<file path="config.mk">
export PLATFORM = sky130hd
export DESIGN_NAME = pwm_phase_ctrl
export DESIGN_NICKNAME = d
export VERILOG_FILES = /design/src/rtl/pwm_phase_pkg.sv /design/src/rtl/pwm_tick_src.sv /design/src/rtl/pwm_timebase.sv /design/src/rtl/pwm_lane.sv /design/src/rtl/pwm_phase_ctrl.sv
export SDC_FILE = /design/constraint.sdc
export NUM_CORES = 1
export LEC_CHECK = 0
export BUFFER_PORTS_ARGS = -buffer_cell sky130_fd_sc_hd__buf_2
export CAP_MARGIN = 15
export CELL_PAD_IN_SITES_DETAIL_PLACEMENT = 0
export CELL_PAD_IN_SITES_GLOBAL_PLACEMENT = 2
export CORE_MARGIN = 5
export CORE_UTILIZATION = 33
export DETAILED_ROUTE_END_ITERATION = 10
export PLACE_DENSITY_LB_ADDON = 0.1
export SLEW_MARGIN = 20
export SYNTH_ARGS = -nofsm -noshare
export SYNTH_HDL_FRONTEND = slang
export SYNTH_SLANG_ARGS = --single-unit
</file>
<file path="constraint.sdc">
create_clock -name clk -period 2.55 [get_ports clk]
set_clock_uncertainty 0.15 [all_clocks]
set_input_delay 0.51 -clock clk [delete_from_list [all_inputs] [get_ports clk]]
set_output_delay 0.51 -clock clk [all_outputs]
set_load 0.05 [all_outputs]
</file>
<file path="src/rtl/pwm_phase_pkg.sv">
package pwm_phase_pkg;

   // How a channel's enable is produced
   typedef enum logic [1:0] {
      DRV_DIRECT = 2'd0,   // On bit or permitted direct input
      DRV_WAVE   = 2'd1,   // On bit gated by phased PWM wave
      DRV_STATIC = 2'd2    // PWM clock failed: On bit alone
   } drv_mode_e;

   function automatic drv_mode_e pick_mode(input logic pwm_on, input logic clk_bad);
      if (!pwm_on)
         return DRV_DIRECT;
      else if (clk_bad)
         return DRV_STATIC;
      else
         return DRV_WAVE;
   endfunction

endpackage

</file>
<file path="src/rtl/pwm_tick_src.sv">
module pwm_tick_src #(
   parameter int SYNC_STAGES = 2
) (
   input  logic clk,
   input  logic rst_n,
   input  logic src_sel,
   input  logic ext_lvl,
   input  logic int_lvl,
   output logic tick
);

   logic ext_s;
   logic int_s;
   logic sel_lvl;
   logic prev_lvl;

   generate
      if (SYNC_STAGES == 0) begin : g_nosync
         assign ext_s = ext_lvl;
         assign int_s = int_lvl;
      end else begin : g_sync
         logic [SYNC_STAGES-1:0] ext_ff;
         logic [SYNC_STAGES-1:0] int_ff;
         always_ff @(posedge clk) begin
            if (!rst_n) begin
               ext_ff <= '0;
               int_ff <= '0;
            end else begin
               ext_ff[0] <= ext_lvl;
               int_ff[0] <= int_lvl;
               for (int i = 1; i < SYNC_STAGES; i++) begin
                  ext_ff[i] <= ext_ff[i-1];
                  int_ff[i] <= int_ff[i-1];
               end
            end
         end
         assign ext_s = ext_ff[SYNC_STAGES-1];
         assign int_s = int_ff[SYNC_STAGES-1];
      end
   endgenerate

   assign sel_lvl = src_sel ? ext_s : int_s;

   always_ff @(posedge clk) begin
      if (!rst_n)
         prev_lvl <= 1'b0;
      else
         prev_lvl <= sel_lvl;
   end

   assign tick = sel_lvl & ~prev_lvl;


   tick_single_chk: assert property (@(posedge clk) disable iff (!rst_n)
      tick |=> !tick);

endmodule

</file>
<file path="src/rtl/pwm_timebase.sv">
module pwm_timebase #(
   parameter int CNT_W = 7
) (
   input  logic             clk,
   input  logic             rst_n,
   input  logic             tick,
   input  logic             hold,
   output logic [CNT_W-1:0] cnt,
   output logic             wrap
);

   logic adv;

   assign adv  = tick & ~hold;
   assign wrap = adv & (cnt == {CNT_W{1'b1}});

   always_ff @(posedge clk) begin
      if (!rst_n)
         cnt <= '0;
      else if (adv)
         cnt <= cnt + CNT_W'(1);
   end


   cnt_step_chk: assert property (@(posedge clk) disable iff (!rst_n)
      adv |=> cnt == $past(cnt) + CNT_W'(1));


   cnt_hold_chk: assert property (@(posedge clk) disable iff (!rst_n)
      !adv |=> $stable(cnt));

endmodule

</file>
<file path="src/rtl/pwm_lane.sv">
module pwm_lane
   import pwm_phase_pkg::*;
#(
   parameter int DUTY_W   = 7,
   parameter int DLY_W    = 3,
   parameter int DLY_STEP = 16
) (
   input  logic              clk,
   input  logic              rst_n,
   input  logic              wrap,
   input  logic [DUTY_W-1:0] cnt,
   input  logic              pwm_en,
   input  logic              clk_bad,
   input  logic              on,
   input  logic              pass,
   input  logic              din,
   input  logic [DUTY_W-1:0] duty,
   input  logic [DLY_W-1:0]  dly,
   output logic              en_o,
   output logic              fq_o
);

   logic [DUTY_W-1:0] duty_sh;
   logic [DLY_W-1:0]  dly_sh;
   logic [DUTY_W-1:0] ofs;
   logic [DUTY_W-1:0] phase;
   logic              wave;
   logic              en_d;
   logic              fq_d;
   drv_mode_e         mode;

   // shadow codes reload only at period wrap
   always_ff @(posedge clk) begin
      if (!rst_n) begin
         duty_sh <= '0;
         dly_sh  <= '0;
      end else if (wrap) begin
         duty_sh <= duty;
         dly_sh  <= dly;
      end
   end

   always_comb begin
      ofs   = DUTY_W'(int'(dly_sh) * DLY_STEP);
      phase = cnt - ofs;
      wave  = (phase <= duty_sh);
      mode  = pick_mode(pwm_en, clk_bad);
      unique case (mode)
         DRV_DIRECT: en_d = on | (din & pass);
         DRV_WAVE:   en_d = on & wave;
         DRV_STATIC: en_d = on;
         default:    en_d = 1'b0;
      endcase
      fq_d = on | (din & pass & ~pwm_en);
   end

   always_ff @(posedge clk) begin
      if (!rst_n) begin
         en_o <= 1'b0;
         fq_o <= 1'b0;
      end else begin
         en_o <= en_d;
         fq_o <= fq_d;
      end
   end


   shadow_hold_chk: assert property (@(posedge clk) disable iff (!rst_n)
      !wrap |=> ($stable(duty_sh) && $stable(dly_sh)));


   off_lane_chk: assert property (@(posedge clk) disable iff (!rst_n)
      (pwm_en && !clk_bad && !on) |=> !en_o);


   fallback_chk: assert property (@(posedge clk) disable iff (!rst_n)
      (pwm_en && clk_bad) |=> en_o == $past(on));


   direct_on_chk: assert property (@(posedge clk) disable iff (!rst_n)
      (!pwm_en && on) |=> en_o);


   fq_on_chk: assert property (@(posedge clk) disable iff (!rst_n)
      on |=> fq_o);

endmodule

</file>
<file path="src/rtl/pwm_phase_ctrl.sv">
module pwm_phase_ctrl #(
   parameter int NCH         = 4,
   parameter int DUTY_W      = 7,
   parameter int DLY_W       = 3,
   parameter int DLY_STEP    = 16,
   parameter int SYNC_STAGES = 2
) (
   input  logic                  clk,
   input  logic                  rst_n,
   input  logic                  pwm_en,
   input  logic                  clk_sel,
   input  logic                  clk_fail,
   input  logic                  int_clk,
   input  logic [NCH-1:0]        din,
   input  logic [NCH-1:0]        on_bits,
   input  logic [NCH-1:0]        pass_bits,
   input  logic [NCH*DUTY_W-1:0] duty_codes,
   input  logic [NCH*DLY_W-1:0]  dly_codes,
   output logic [NCH-1:0]        out_en,
   output logic [NCH-1:0]        fault_qual
);

   localparam int PERIOD   = 2 ** DUTY_W;
   localparam int MAX_SHIFT = DLY_STEP * ((2 ** DLY_W) - 1);

   generate
      if (NCH < 1) begin : g_bad_nch
         $error("pwm_phase_ctrl: NCH must be at least 1");
      end
      if (DLY_W < 1 || DUTY_W < 2) begin : g_bad_w
         $error("pwm_phase_ctrl: code widths too small");
      end
      if (MAX_SHIFT >= PERIOD) begin : g_bad_shift
         $error("pwm_phase_ctrl: largest delay must stay inside one period");
      end
      if (SYNC_STAGES < 0) begin : g_bad_sync
         $error("pwm_phase_ctrl: SYNC_STAGES cannot be negative");
      end
   endgenerate

   logic              tick;
   logic              wrap;
   logic [DUTY_W-1:0] cnt;

   pwm_tick_src #(
      .SYNC_STAGES(SYNC_STAGES)
   ) u_src (
      .clk    (clk),
      .rst_n  (rst_n),
      .src_sel(clk_sel),
      .ext_lvl(din[0]),
      .int_lvl(int_clk),
      .tick   (tick)
   );

   pwm_timebase #(
      .CNT_W(DUTY_W)
   ) u_tb (
      .clk  (clk),
      .rst_n(rst_n),
      .tick (tick),
      .hold (clk_fail),
      .cnt  (cnt),
      .wrap (wrap)
   );

   generate
      for (genvar g = 0; g < NCH; g++) begin : g_lane
         pwm_lane #(
            .DUTY_W  (DUTY_W),
            .DLY_W   (DLY_W),
            .DLY_STEP(DLY_STEP)
         ) u_lane (
            .clk    (clk),
            .rst_n  (rst_n),
            .wrap   (wrap),
            .cnt    (cnt),
            .pwm_en (pwm_en),
            .clk_bad(clk_fail),
            .on     (on_bits[g]),
            .pass   (pass_bits[g]),
            .din    (din[g]),
            .duty   (duty_codes[g*DUTY_W +: DUTY_W]),
            .dly    (dly_codes[g*DLY_W +: DLY_W]),
            .en_o   (out_en[g]),
            .fq_o   (fault_qual[g])
         );
      end
   endgenerate


   reset_clear_chk: assert property (@(posedge clk)
      !rst_n |=> (out_en == '0 && fault_qual == '0));

endmodule

</file>
==> flow_summary.toml <==
[yosys]
avgSynthCellArea_um2 = 8.838
synth_area_um2 = 3349
synth_top_area_share_pct = 35.86
synth.yosys.seq_area_share_pct = 35.86
synth_largest_area_cell = "dfxtp_1"
synth_fp_nets = 474
synth_cell_types = 31
ys_ff_latch = 60
synth_warnings = 0
syn_inst = 379
synthTopCellsByArea = "dfxtp_1, ha_1, mux2i_1"

[pwr]
finalPower_mw = 2.113
vdd_drop_max_mv = 0.2880
p_leak_nw = 1.687
power.density_nw_per_um2 = 530.9

[final_layout]
diodes = 0
nets = 532
area_growth_pct = 18.79
final_cells = 575
num-fill-cells = 1036
stdcell_area_um2 = 3979
final_core_utilization_pct = 40.52
drive_above_1_share_pct = 21.04

[global_routing]
met3_usage_pct = 3.657
grt_overflow_total = 0
grt_pass1_wl_um = 12500
use_met1_pct = 16.31
grtUsageTotal_pct = 12.74
grt_pass1_vias = 2549
antenna_found_initial = 0
gr-usage-met2_pct = 20.39
grt_start_max_net_pins = 98
top_usage_layer = "met2"

[die]
die_x_um = 110.7
initial_core_util_pct = 34.11
fp.dieArea_um2 = 12260
rows = 36
core_area_um2 = 9819
io-pin-count = 66
dieHeight_um = 110.7

[timing]
min_period_ps = 2385
whs_ps = 239.2
worst_pin_slew_ps = 565.4
slew_headroom_pct = 62.23
setup_viol = 0
rsz0062_at_grt = "no"
worst_slack_ps = 164.6
slew_viol_final = 0
timing.final.crit_share_pct = 93.55
fin_tns_setup_ps = 0
final-hold-violation-count = 0
fmax_ghz = 0.4192

[clock_network]
insertion_delay_ps = 330
cts.path.max_buffers = 2
path_clk_slew_ps = 70
root_buffer = "clkbuf_8"
tritoncts = "built"
cts_hold_buf = 0
cts_buffers = 9
cts.htree.levels = 3
clock_sinks = 60

[hold_path]
hp-class = "in2reg"

[worst_setup_path]
cpMaxStageDelayCell = "fa_1"
arrival_ps = 2470
timing.critical_path.cells = "inv_2, ha_1, inv_1, fa_1, xor2_1, xnor2_1, ha_1, nand4_1, a21oi_1, nor3_1, o21a_1"
cpMostUsedCell = "ha_1"
worst_setup_path_start_kind = "flip-flop"
critical-path-top-delay-family = "adder cells"
worstSetupPathType = "reg2reg"
crit_required_ps = 2630
cpPeakStageDelay_ps = 390
endpoint_kind = "flip-flop"
crit_fanout = 5
cp_num_buf_inv = 2

[placement]
io_buffers = 65
globalplace.congestion = 0.7454
place_inst = 559
place_hpwl_um = 5448
place_area_um2 = 3744
pre_cts_ws_ps = 69.32

[detailed_routing]
drt_iter0_drc = 51
finalWirelength_um = 7491
via_per_inst = 4.428
drc = 0
drt_first_pass_iters = 4
vias = 2546
antenna_left = 0
wl_per_cell_um = 13.03

[run_status]
status = "finished, final reports clean"

[job]
maxCapViolCount = 0
[Yosys cell counts, drive strengths merged]
master  number
fa           4
nand3b       4
a21boi       1
o21ai        8
a211oi       4
clkbuf      10
buf         14
dfxtp       60
nor3         5
xor2         4
nor2b        1
and3         1
nand2       89
and4         1
o21a        10
xnor2        8
mux2i       41
nand2b       1
nand3        7
ha          33
mux2         1
nand4        5
a21oi        8
inv         39
nor2        11
and2         9
[placed cells by master (no fill, tap or decap), types with 5 or more instances in the layout]
master,synthesis,layout
nand2_1,89,89
and2_1,9,9
nor2_1,9,9
clkbuf_8,0,12
nor3_1,5,5
mux2i_1,41,41
nand3_1,7,7
o21a_1,10,10
inv_1,39,38
ha_1,33,33
dfxtp_1,60,60
a21oi_1,8,8
buf_2,2,65
xnor2_1,8,8
o21ai_0,8,8
[layout make-up]
class	instances	area, µm²	area share [%]
Clock buffer	12	165.2	4.151
Sequential cell	60	1201	30.19
Multi-Input combinational cell	256	1834	46.10
Inverter	39	146.4	3.679
Tap cell	133	166.4	4.182
Clock inverter	4	70.07	1.761
Timing Repair Buffer	71	395.4	9.937
[power breakdown]
part	switching [mW]	total, mW	internal (mW)
registers	0.00361	0.953	0.949
clock network	0.379	1.01	0.627
logic	0.0924	0.153	0.0608
total	0.475	2.11	1.64
[logic make-up after synthesis]
family          synth area share, %
xor+xnor                      3.138
simple gates                  18.57
buf+inv                       9.376
fa+ha+maj                     14.72
compound gates                5.753
flops                         35.86
mux                           12.59
[per-layer routing]
| metal | routed length (µm) | vias to the layer above |
|---|---|---|
| met5 | 0 | - |
| met1 | 3614 | 1146 |
| li1 | - | 1340 |
| met3 | 362 | 10 |
| met2 | 3376 | 50 |
| met4 | 138 | 0 |
[worst paths after layout]
| kind | end | cells past startpoint | startpoint | slack (ps) |
|---|---|---|---|---|
| worst max-delay path | g_lane[1].u_lane.en_o | 11 | u_tb.cnt[4] | 160 |
| worst min-delay path | u_src.g_sync.int_ff[0] | 2 | int_clk | 240 |
| worst max register to register | g_lane[1].u_lane.en_o | 11 | u_tb.cnt[4] | 160 |
| worst min register to register | u_src.g_sync.ext_ff[1] | 1 | u_src.g_sync.ext_ff[0] | 280 |
[sequential cells by signal, summed over array words and instances (netlist names)]
| register | cells |
|---|---|
| g_lane.u_lane.dly_sh | 12 |
| u_src.prev_lvl | 1 |
| u_src.g_sync.int_ff | 2 |
| u_src.g_sync.ext_ff | 2 |
| g_lane.u_lane.fq_o | 4 |
| u_tb.cnt | 7 |
| g_lane.u_lane.duty_sh | 28 |
| g_lane.u_lane.en_o | 4 |
[what timing repair did]
item	CTS	global route
gates resized for setup	0	1
setup buffers	0	0
setup endpoints to repair	0	4
Note: power is estimated with default switching activity, not from simulation.
